File: config.mk
export PLATFORM = sky130hd
export DESIGN_NAME = cla_adder
export DESIGN_NICKNAME = d
export VERILOG_FILES = /design/src/rtl/cla_pkg.sv /design/src/rtl/cla_lookahead.sv /design/src/rtl/cla_group.sv /design/src/rtl/cla_adder.sv
export SDC_FILE = /design/constraint.sdc
export NUM_CORES = 1
export LEC_CHECK = 0
export ABC_AREA = 1
export BUFFER_PORTS_ARGS = -buffer_cell sky130_fd_sc_hd__buf_4
export CORE_UTILIZATION = 44
export DETAILED_ROUTE_END_ITERATION = 7
export PLACE_DENSITY = 0.9
export SYNTH_ARGS = -nofsm -noshare
export SYNTH_HDL_FRONTEND = slang
export SYNTH_SLANG_ARGS = --single-unit
File: constraint.sdc
create_clock -name vclk -period 1.85
set_input_delay 0.0925 -clock vclk [all_inputs]
set_output_delay 0.0925 -clock vclk [all_outputs]
set_load 0.01 [all_outputs]
File: src/rtl/cla_pkg.sv
`timescale 1ns/1ps
package cla_pkg;
  // Generate/propagate pair handed from a lane to the next lookahead level
  typedef struct packed {
    logic gen;
    logic prop;
  } pgPair_t;
endpackage

File: src/rtl/cla_lookahead.sv
`timescale 1ns/1ps
// Flattened two-level lookahead over N generate/propagate pairs.
// carries[i] is the carry into position i; carries[N] leaves the top.
module cla_lookahead #(
  parameter int N = 4
) (
  input  logic [N-1:0] genIn,
  input  logic [N-1:0] propIn,
  input  logic         carryIn,
  output logic [N:0]   carries,
  output logic         blkGen,
  output logic         blkProp
);
  always_comb begin
    for (int i = 0; i <= N; i++) begin
      logic acc;
      logic term;
      // incoming-carry product term
      acc = carryIn;
      for (int k = 0; k < i; k++) acc = acc & propIn[k];
      // one product term per lower generate
      for (int j = 0; j < i; j++) begin
        term = genIn[j];
        for (int k = j + 1; k < i; k++) term = term & propIn[k];
        acc = acc | term;
      end
      carries[i] = acc;
    end
  end

  always_comb begin
    logic grp;
    logic term;
    grp = 1'b0;
    for (int j = 0; j < N; j++) begin
      term = genIn[j];
      for (int k = j + 1; k < N; k++) term = term & propIn[k];
      grp = grp | term;
    end
    blkGen  = grp;
    blkProp = &propIn;
  end
endmodule

File: src/rtl/cla_group.sv
`timescale 1ns/1ps
// One lane: bit terms, local lookahead, sum bits and lane pair.
module cla_group
  import cla_pkg::*;
#(
  parameter int GROUP_W = 4
) (
  input  logic [GROUP_W-1:0] laneA,
  input  logic [GROUP_W-1:0] laneB,
  input  logic               laneCarry,
  output logic [GROUP_W-1:0] laneSum,
  output pgPair_t            lanePg
);
  logic [GROUP_W-1:0] bitGen;
  logic [GROUP_W-1:0] bitProp;
  logic [GROUP_W:0]   bitCarry;
  logic               laneGen;
  logic               laneProp;
  logic               unusedTopCarry;

  assign bitGen  = laneA & laneB;
  assign bitProp = laneA ^ laneB;

  cla_lookahead #(.N(GROUP_W)) bitLa_i (
    .genIn   (bitGen),
    .propIn  (bitProp),
    .carryIn (laneCarry),
    .carries (bitCarry),
    .blkGen  (laneGen),
    .blkProp (laneProp)
  );

  assign laneSum        = bitProp ^ bitCarry[GROUP_W-1:0];
  assign lanePg.gen     = laneGen;
  assign lanePg.prop    = laneProp;
  assign unusedTopCarry = bitCarry[GROUP_W];
endmodule

File: src/rtl/cla_adder.sv
`timescale 1ns/1ps
// Thin top: lanes feed a second lookahead level that carries into each lane.
module cla_adder
  import cla_pkg::*;
#(
  parameter int GROUP_W    = 4,
  parameter int NUM_GROUPS = 4,
  localparam int WIDTH     = GROUP_W * NUM_GROUPS
) (
  input  logic [WIDTH-1:0] opA,
  input  logic [WIDTH-1:0] opB,
  input  logic             carryIn,
  output logic [WIDTH-1:0] sumOut,
  output logic             carryOut,
  output logic             blkProp,
  output logic             blkGen
);
  pgPair_t [NUM_GROUPS-1:0] lanePg;
  logic [NUM_GROUPS-1:0]    laneGenVec;
  logic [NUM_GROUPS-1:0]    lanePropVec;
  logic [NUM_GROUPS:0]      laneCarry;

  for (genvar g = 0; g < NUM_GROUPS; g++) begin : gLane
    cla_group #(.GROUP_W(GROUP_W)) lane_i (
      .laneA     (opA[g*GROUP_W +: GROUP_W]),
      .laneB     (opB[g*GROUP_W +: GROUP_W]),
      .laneCarry (laneCarry[g]),
      .laneSum   (sumOut[g*GROUP_W +: GROUP_W]),
      .lanePg    (lanePg[g])
    );
    assign laneGenVec[g]  = lanePg[g].gen;
    assign lanePropVec[g] = lanePg[g].prop;
  end

  cla_lookahead #(.N(NUM_GROUPS)) laneLa_i (
    .genIn   (laneGenVec),
    .propIn  (lanePropVec),
    .carryIn (carryIn),
    .carries (laneCarry),
    .blkGen  (blkGen),
    .blkProp (blkProp)
  );

  assign carryOut = laneCarry[NUM_GROUPS];
endmodule

==> impl_metrics.json, run 1 <==
{
  "postSynthCellCount": 100,
  "lastStage": "clock tree synthesis",
  "place_hpwl_um": 2310,
  "port_buffers": 52,
  "row_count": 14,
  "place_congestion": 0.760,
  "cts_setup_buffers": 6,
  "dp_slack_ns": -0.173,
  "start_util": 0.481,
  "die_h_um": 43.0,
  "syn_avg_cell_area_um2": 7.41,
  "status": "did not finish",
  "hold_buffers": 0,
  "ys_types": 19,
  "netlist_area_um2": 741,
  "error": "[ERROR DPL-0033] detailed placement checks failed during check placement.",
  "syn-num-nets": 157,
  "dp_cells": 184,
  "io_pins": 52,
  "yosysWarnings": 0,
  "die_x_um": 43.0,
  "seq_area_frac_synth": 0,
  "ctsResizeCount": 33
}
## Yosys cell counts (all sizes together)
library cell,number,area share
xnor2,4,0.047
fa,4,0.11
a211oi,1,0.010
nand2,31,0.17
nand4,3,0.025
xor2,8,0.095
nor4,1,0.0085
nand3,7,0.047
nor2,5,0.049
inv,7,0.035
a21oi,7,0.052
ha,20,0.34
o21ai,1,0.0068
a21o,1,0.010
## stage by stage
stage               area [um^2]  hold WS (ns)
detailed placement         1270         0.544
global placement           1270         0.536
floorplan                   741         0.371
## kinds of logic after synthesis
| logic type | synth area share |
|---|---|
| buffers and inverters | 0.0355 |
| xor gates and xnor gates | 0.142 |
| AOI/OAI and AO/OA | 0.0794 |
| and+or+nand+nor | 0.297 |
| adders and majority gates | 0.446 |
==> inputs of run 2 (changes only) <==
--- a/config.mk
+++ b/config.mk
@@ -7,9 +7,10 @@
 export LEC_CHECK = 0
 export ABC_AREA = 1
 export BUFFER_PORTS_ARGS = -buffer_cell sky130_fd_sc_hd__buf_4
-export CORE_UTILIZATION = 44
+export CORE_AREA = 2 2 63 65
 export DETAILED_ROUTE_END_ITERATION = 7
-export PLACE_DENSITY = 0.9
+export DIE_AREA = 0 0 65 67
+export PLACE_DENSITY_LB_ADDON = 0.15
 export SYNTH_ARGS = -nofsm -noshare
 export SYNTH_HDL_FRONTEND = slang
 export SYNTH_SLANG_ARGS = --single-unit
==> impl_metrics.json, run 2 <==
{
  "status": "finished, final reports clean",
  "clock_buffers": 0,
  "timing.hold.ws_ns": 0.545,
  "synthTopCellsByCount": "28 x nand2_1, 20 x ha_1, 8 x xor2_1",
  "met1_usage": 0.117,
  "place_congestion": 0.797,
  "hold_class": "in2out",
  "layout_commonest_cell": "buf_4",
  "grtUsageMet3": 0,
  "final_nets": 231,
  "vias": 939,
  "postSynthCellCount": 100,
  "fin_crit_sh": 0.994,
  "synth_area_leaders": "ha_1 34%, nand2_1 14%, fa_1 11%",
  "grt_pass1_wl_um": 3420,
  "antenna_left": 0,
  "antenna_cells": 0,
  "synth_top_area_cell": "ha_1",
  "crit_chain": "buf_4 -> ha_4 -> a21oi_2 -> nand2_1 -> nand3_2 -> nand4_1 -> buf_4 -> fa_2 -> xor2_1 -> buf_4",
  "row_count": 22,
  "crit_path_top_delay_cell": "fa_2",
  "die_h_um": 67,
  "grt_max_degree": 5,
  "timing.fmax_mhz": 544,
  "register_area_um2": 0,
  "place_hpwl_um": 1800,
  "slew_headroom": 0.786,
  "grt_overflow_total": 0,
  "grt_pass1_vias": 859,
  "critical_path.startpoint_type": "primary input",
  "die_x_um": 65,
  "netlist_area_um2": 741,
  "slew_viol_final": 0,
  "cpPeakStageDelay_ns": 0.33,
  "drive_gt1_frac": 0.634,
  "port_buffers": 52,
  "vias_per_cell": 4.27,
  "core_mm2": 0.00361,
  "grt_use_total": 0.0933,
  "critPathKind": "in2out",
  "syn-num-nets": 157,
  "numSequentialCells": 0,
  "peakVddDrop_mv": 0.215,
  "synth.most_common_cell": "nand2_1",
  "area_growth_pct": 115,
  "max_slew.worst_pin.slew_ns": 0.319,
  "hold_buffers": 0,
  "fin_crit_ns": 1.84,
  "drtIter0Drc": 15,
  "critPathMaxFanout": 3,
  "die_area_mm2": 0.00436,
  "hold_viol": 0,
  "synth.top_cell.area_share": 0.338,
  "tns_ns": 0,
  "p_per_area_mw_per_mm2": 376,
  "drt_pre_antenna_iters": 4,
  "critPathRequiredTime_ns": 1.76,
  "wl_um": 2140,
  "syn_avg_cell_area_um2": 7.41,
  "io_pins": 52,
  "critical_path_buf_inv_count": 3,
  "worst_setup_path_end_kind": "output pin",
  "cpMostUsedCell": "buf_4",
  "final_cell_mix": "63 x buf_4, 22 x nand2_1, 10 x ha_4",
  "yosysWarnings": 0,
  "p_leak_uw": 0.000776,
  "grt_antenna_before_repair": 0,
  "wl_per_cell_um": 9.74,
  "ys_types": 19,
  "drc_errors": 0,
  "seq_area_frac_synth": 0,
  "arrival_ns": 1.75,
  "grt_use_met2": 0.188,
  "grt_busiest_layer": "met2",
  "setup_viol": 0,
  "cap_violations": 0,
  "crit_family": "adder cells",
  "rsz0062_at_grt": "yes",
  "start_util": 0.205
}
## run 2: cell counts after synthesis
No cell type changed its count.
## run 2: cell type report
type,count,area (um^2)
inverters,7,26.3
well taps,48,60.1
multi-input cells,93,923
repair buffers,72,583
fillers,370,2010
## run 2: metal layers
metal	vias up	part of all wire
met5	-	0
met4	0	0
met3	0	0.034
met2	21	0.57
met1	435	0.40
li1	483	-
## run 2: path summary, 6_finish.rpt
| check | start | end | slack [ns] | depth (start not counted) |
|---|---|---|---|---|
| min | opB[4] | sumOut[4] | 0.54 | 3 |
| max | opA[3] | sumOut[13] | 0.01 | 10 |
## run 2: cell families after synthesis
logic type | after synthesis | share of synthesized area
AOI/OAI and AO/OA | 10 | 0.0794
xor gates and xnor gates | 12 | 0.142
adders and majority gates | 24 | 0.446
buffers and inverters | 7 | 0.0355
and+or+nand+nor | 47 | 0.297
## run 2: timing repair
item | CTS | global route
buffers inserted | 1 | 3
setup endpoints to repair | 8 | 8
pin swaps | 4 | 15
resized for setup | 16 | 25
## run 2: where the power goes
| part | switching (uW) | total, uW | leakage [uW] | internal [uW] |
|---|---|---|---|---|
| clock | 0 | 0 | 0 | 0 |
| sequential | 0 | 0 | 0 | 0 |
| combinational | 259 | 600 | 0.000776 | 340 |
| total | 259 | 600 | 0.000776 | 340 |
## run 2: worst min-delay path: cells and delay by family
kind | cells | cell delay [ns]
adder cells (fa/ha/maj) | 1 | 0.15
buffers and inverters | 2 | 0.20
## run 2: metrics by stage
step / util / total power, uW / setup WS, ns / area, um^2 / std cells
after floorplan: - / 242 / 0.179 / 741 / 100
after global placement: 0.364 / 496 / -0.126 / 1310 / 216
after detailed placement: 0.364 / 501 / -0.149 / 1310 / 216
after CTS: 0.404 / 548 / 0.00407 / 1460 / 217
after global routing: 0.442 / 656 / -0.0893 / 1590 / 220
final: 0.442 / 600 / 0.0114 / 1590 / 220
Power figures use the tool's default switching activity.
==> inputs of run 3 (changes only) <==
--- a/config.mk
+++ b/config.mk
@@ -5,8 +5,7 @@
 export SDC_FILE = /design/constraint.sdc
 export NUM_CORES = 1
 export LEC_CHECK = 0
-export ABC_AREA = 1
-export BUFFER_PORTS_ARGS = -buffer_cell sky130_fd_sc_hd__buf_4
+export BUFFER_PORTS_ARGS = -buffer_cell sky130_fd_sc_hd__buf_2
 export CORE_AREA = 2 2 63 65
 export DETAILED_ROUTE_END_ITERATION = 7
 export DIE_AREA = 0 0 65 67
==> impl_metrics.json, run 3 <==
{
  "status": "complete, but fails checks",
  "violations": "setup timing",
  "peakVddDrop_mv": 0.127,
  "numSequentialCells": 0,
  "worst_setup_path_end_kind": "output pin",
  "cpPeakStageDelay_ns": 0.25,
  "timing.fmax_mhz": 497,
  "grt_antenna_before_repair": 0,
  "cap_violations": 0,
  "drive_gt1_frac": 0.636,
  "hold_viol": 0,
  "start_util": 0.191,
  "die_x_um": 65,
  "antenna_left": 0,
  "arrival_ns": 1.92,
  "netlist_area_um2": 688,
  "yosysWarnings": 0,
  "place_hpwl_um": 1850,
  "place_area_mm2": 0.00119,
  "postSynthCellCount": 82,
  "synthAdderAreaFrac": 0.480,
  "p_leak_uw": 0.000697,
  "syn_avg_cell_area_um2": 8.39,
  "p_per_area_mw_per_mm2": 364,
  "slew_headroom": 0.862,
  "syn-num-nets": 139,
  "final_cell_mix": "43 x buf_2, 23 x buf_4, 14 x buf_6",
  "critical_path_buf_inv_count": 3,
  "dp_slack_ns": -0.291,
  "die_area_mm2": 0.00436,
  "die_h_um": 67,
  "final_area_mm2": 0.00145,
  "p_seq_frac": 0,
  "max_slew.worst_pin.slew_ns": 0.205,
  "seq_area_frac_synth": 0,
  "hold_class": "in2out",
  "drt_pre_antenna_iters": 3,
  "clock_buffers": 0,
  "timing.hold.ws_ns": 0.573,
  "synth_top_area_cell": "ha_1",
  "power.switching_uw": 239,
  "synthMuxAreaShare": 0,
  "crit_path_top_delay_cell": "ha_4",
  "row_count": 22,
  "clockPowerShare": 0,
  "synth.top_cell.area_share": 0.364,
  "synth_compound_area_frac": 0.258,
  "vias": 885,
  "grt_pass1_wl_um": 3680,
  "finalPower_uw": 529,
  "drc_errors": 0,
  "ys_types": 20,
  "register_area_um2": 0,
  "crit_chain": "buf_6 -> ha_4 -> nand4_1 -> o221ai_2 -> a21oi_2 -> inv_1 -> ha_2 -> o21a_1 -> o21a_1 -> nor2_2 -> xnor2_1 -> buf_2",
  "layout_commonest_cell": "buf_2",
  "fin_crit_sh": 1.09,
  "io_pins": 52,
  "p_int_uw": 290,
  "synth_area_leaders": "ha_1 36%, fa_1 12%, o21a_1 8.7%",
  "grt_use_total": 0.101,
  "critPathMaxFanout": 4,
  "synthSimpleGateAreaFrac": 0.149,
  "setup_viol": 9,
  "synth_top_family_by_area": "adder cells",
  "area_growth_pct": 111,
  "drtIter0Drc": 4,
  "setup_slack_ns": -0.163,
  "grt_pass1_vias": 943,
  "rsz0062_at_grt": "yes",
  "critical_path.startpoint_type": "primary input",
  "grt_max_degree": 5,
  "critPathKind": "in2out",
  "crit_family": "compound AO/OA/AOI/OAI gates",
  "vias_per_cell": 4.21,
  "fin_crit_ns": 2.01,
  "wl_um": 2130,
  "swShare": 0.451,
  "cpMostUsedCell": "o21a_1",
  "tns_ns": -0.433,
  "synth.most_common_cell": "ha_1",
  "final_nets": 221,
  "critPathRequiredTime_ns": 1.76,
  "core_mm2": 0.00361,
  "power_frac_comb": 1.000,
  "port_buffers": 52,
  "slew_viol_final": 0,
  "hold_buffers": 0,
  "synthTopCellsByCount": "20 x ha_1, 9 x nor2_1, 8 x a21oi_1, 8 x o21a_1",
  "grt_overflow_total": 0,
  "synth_xor_area_frac": 0.102,
  "wl_per_cell_um": 10.1,
  "place_congestion": 0.690,
  "antenna_cells": 0
}
## run 3: changes by cell type in the layout (fill, tap and decap cells not counted), sizes merged, moves of 4 or more
cell,delta
o21a,+8
o21ai,+4
inv,-5
buf,+8
nand2,-27
nor3,+4
nand3,-7
nor2,+4
xor2,-4
## run 3: per-layer routing
metal,up-vias,track usage,share of wire
li1,464,-,-
met1,390,0.123,0.41
met2,31,0.200,0.51
met3,0,0.0118,0.076
met4,0,0.00266,0
met5,-,0,0
## run 3: cell families (layout without fill, tap and decap cells)
| group | count (synthesis) | in the layout |
|---|---|---|
| buffers and inverters | 2 | 82 |
| AOI/OAI and AO/OA | 26 | 26 |
| xor gates and xnor gates | 8 | 8 |
| and+or+nand+nor | 22 | 22 |
| adders and majority gates | 24 | 24 |
## run 3: area by class of cell
class / instances / area (um^2)
fill: 362 / 2150
inverter: 2 / 7.51
multi-input combinational: 80 / 840
tap: 48 / 60.1
timing repair buffer: 80 / 546
## run 3: final timing paths
path  startpoint          to  depth (start not counted)
max       opA[3]  sumOut[11]                         12
min       opA[4]   sumOut[4]                          3
## run 3: tightest hold or removal path, stage by stage
cell   delay [ns]
buf_2        0.11
fa_1         0.16
buf_2        0.12
## run 3: power by group through the flow
| stage | Combinational [uW] | Sequential [uW] | Clock [uW] |
|---|---|---|---|
| 2_1_floorplan | 243 | 0 | 0 |
| 3_3_place_gp | 433 | 0 | 0 |
| 3_5_place_dp | 441 | 0 | 0 |
| 4_1_cts | 525 | 0 | 0 |
| 5_1_grt | 585 | 0 | 0 |
| 6_report | 529 | 0 | 0 |
## run 3: what timing repair did
action | in CTS | in global routing
gates resized for setup | 32 | 5
pin swaps | 15 | 13
setup buffers | 9 | 2
setup endpoints to repair | 9 | 11
cloned | 0 | 0
## run 3: per-stage QoR
stage	cells	utilization
floorplan	82	-
global placement	202	0.331
detailed placement	202	0.331
CTS	211	0.398
global route	210	0.403
finish	210	0.403
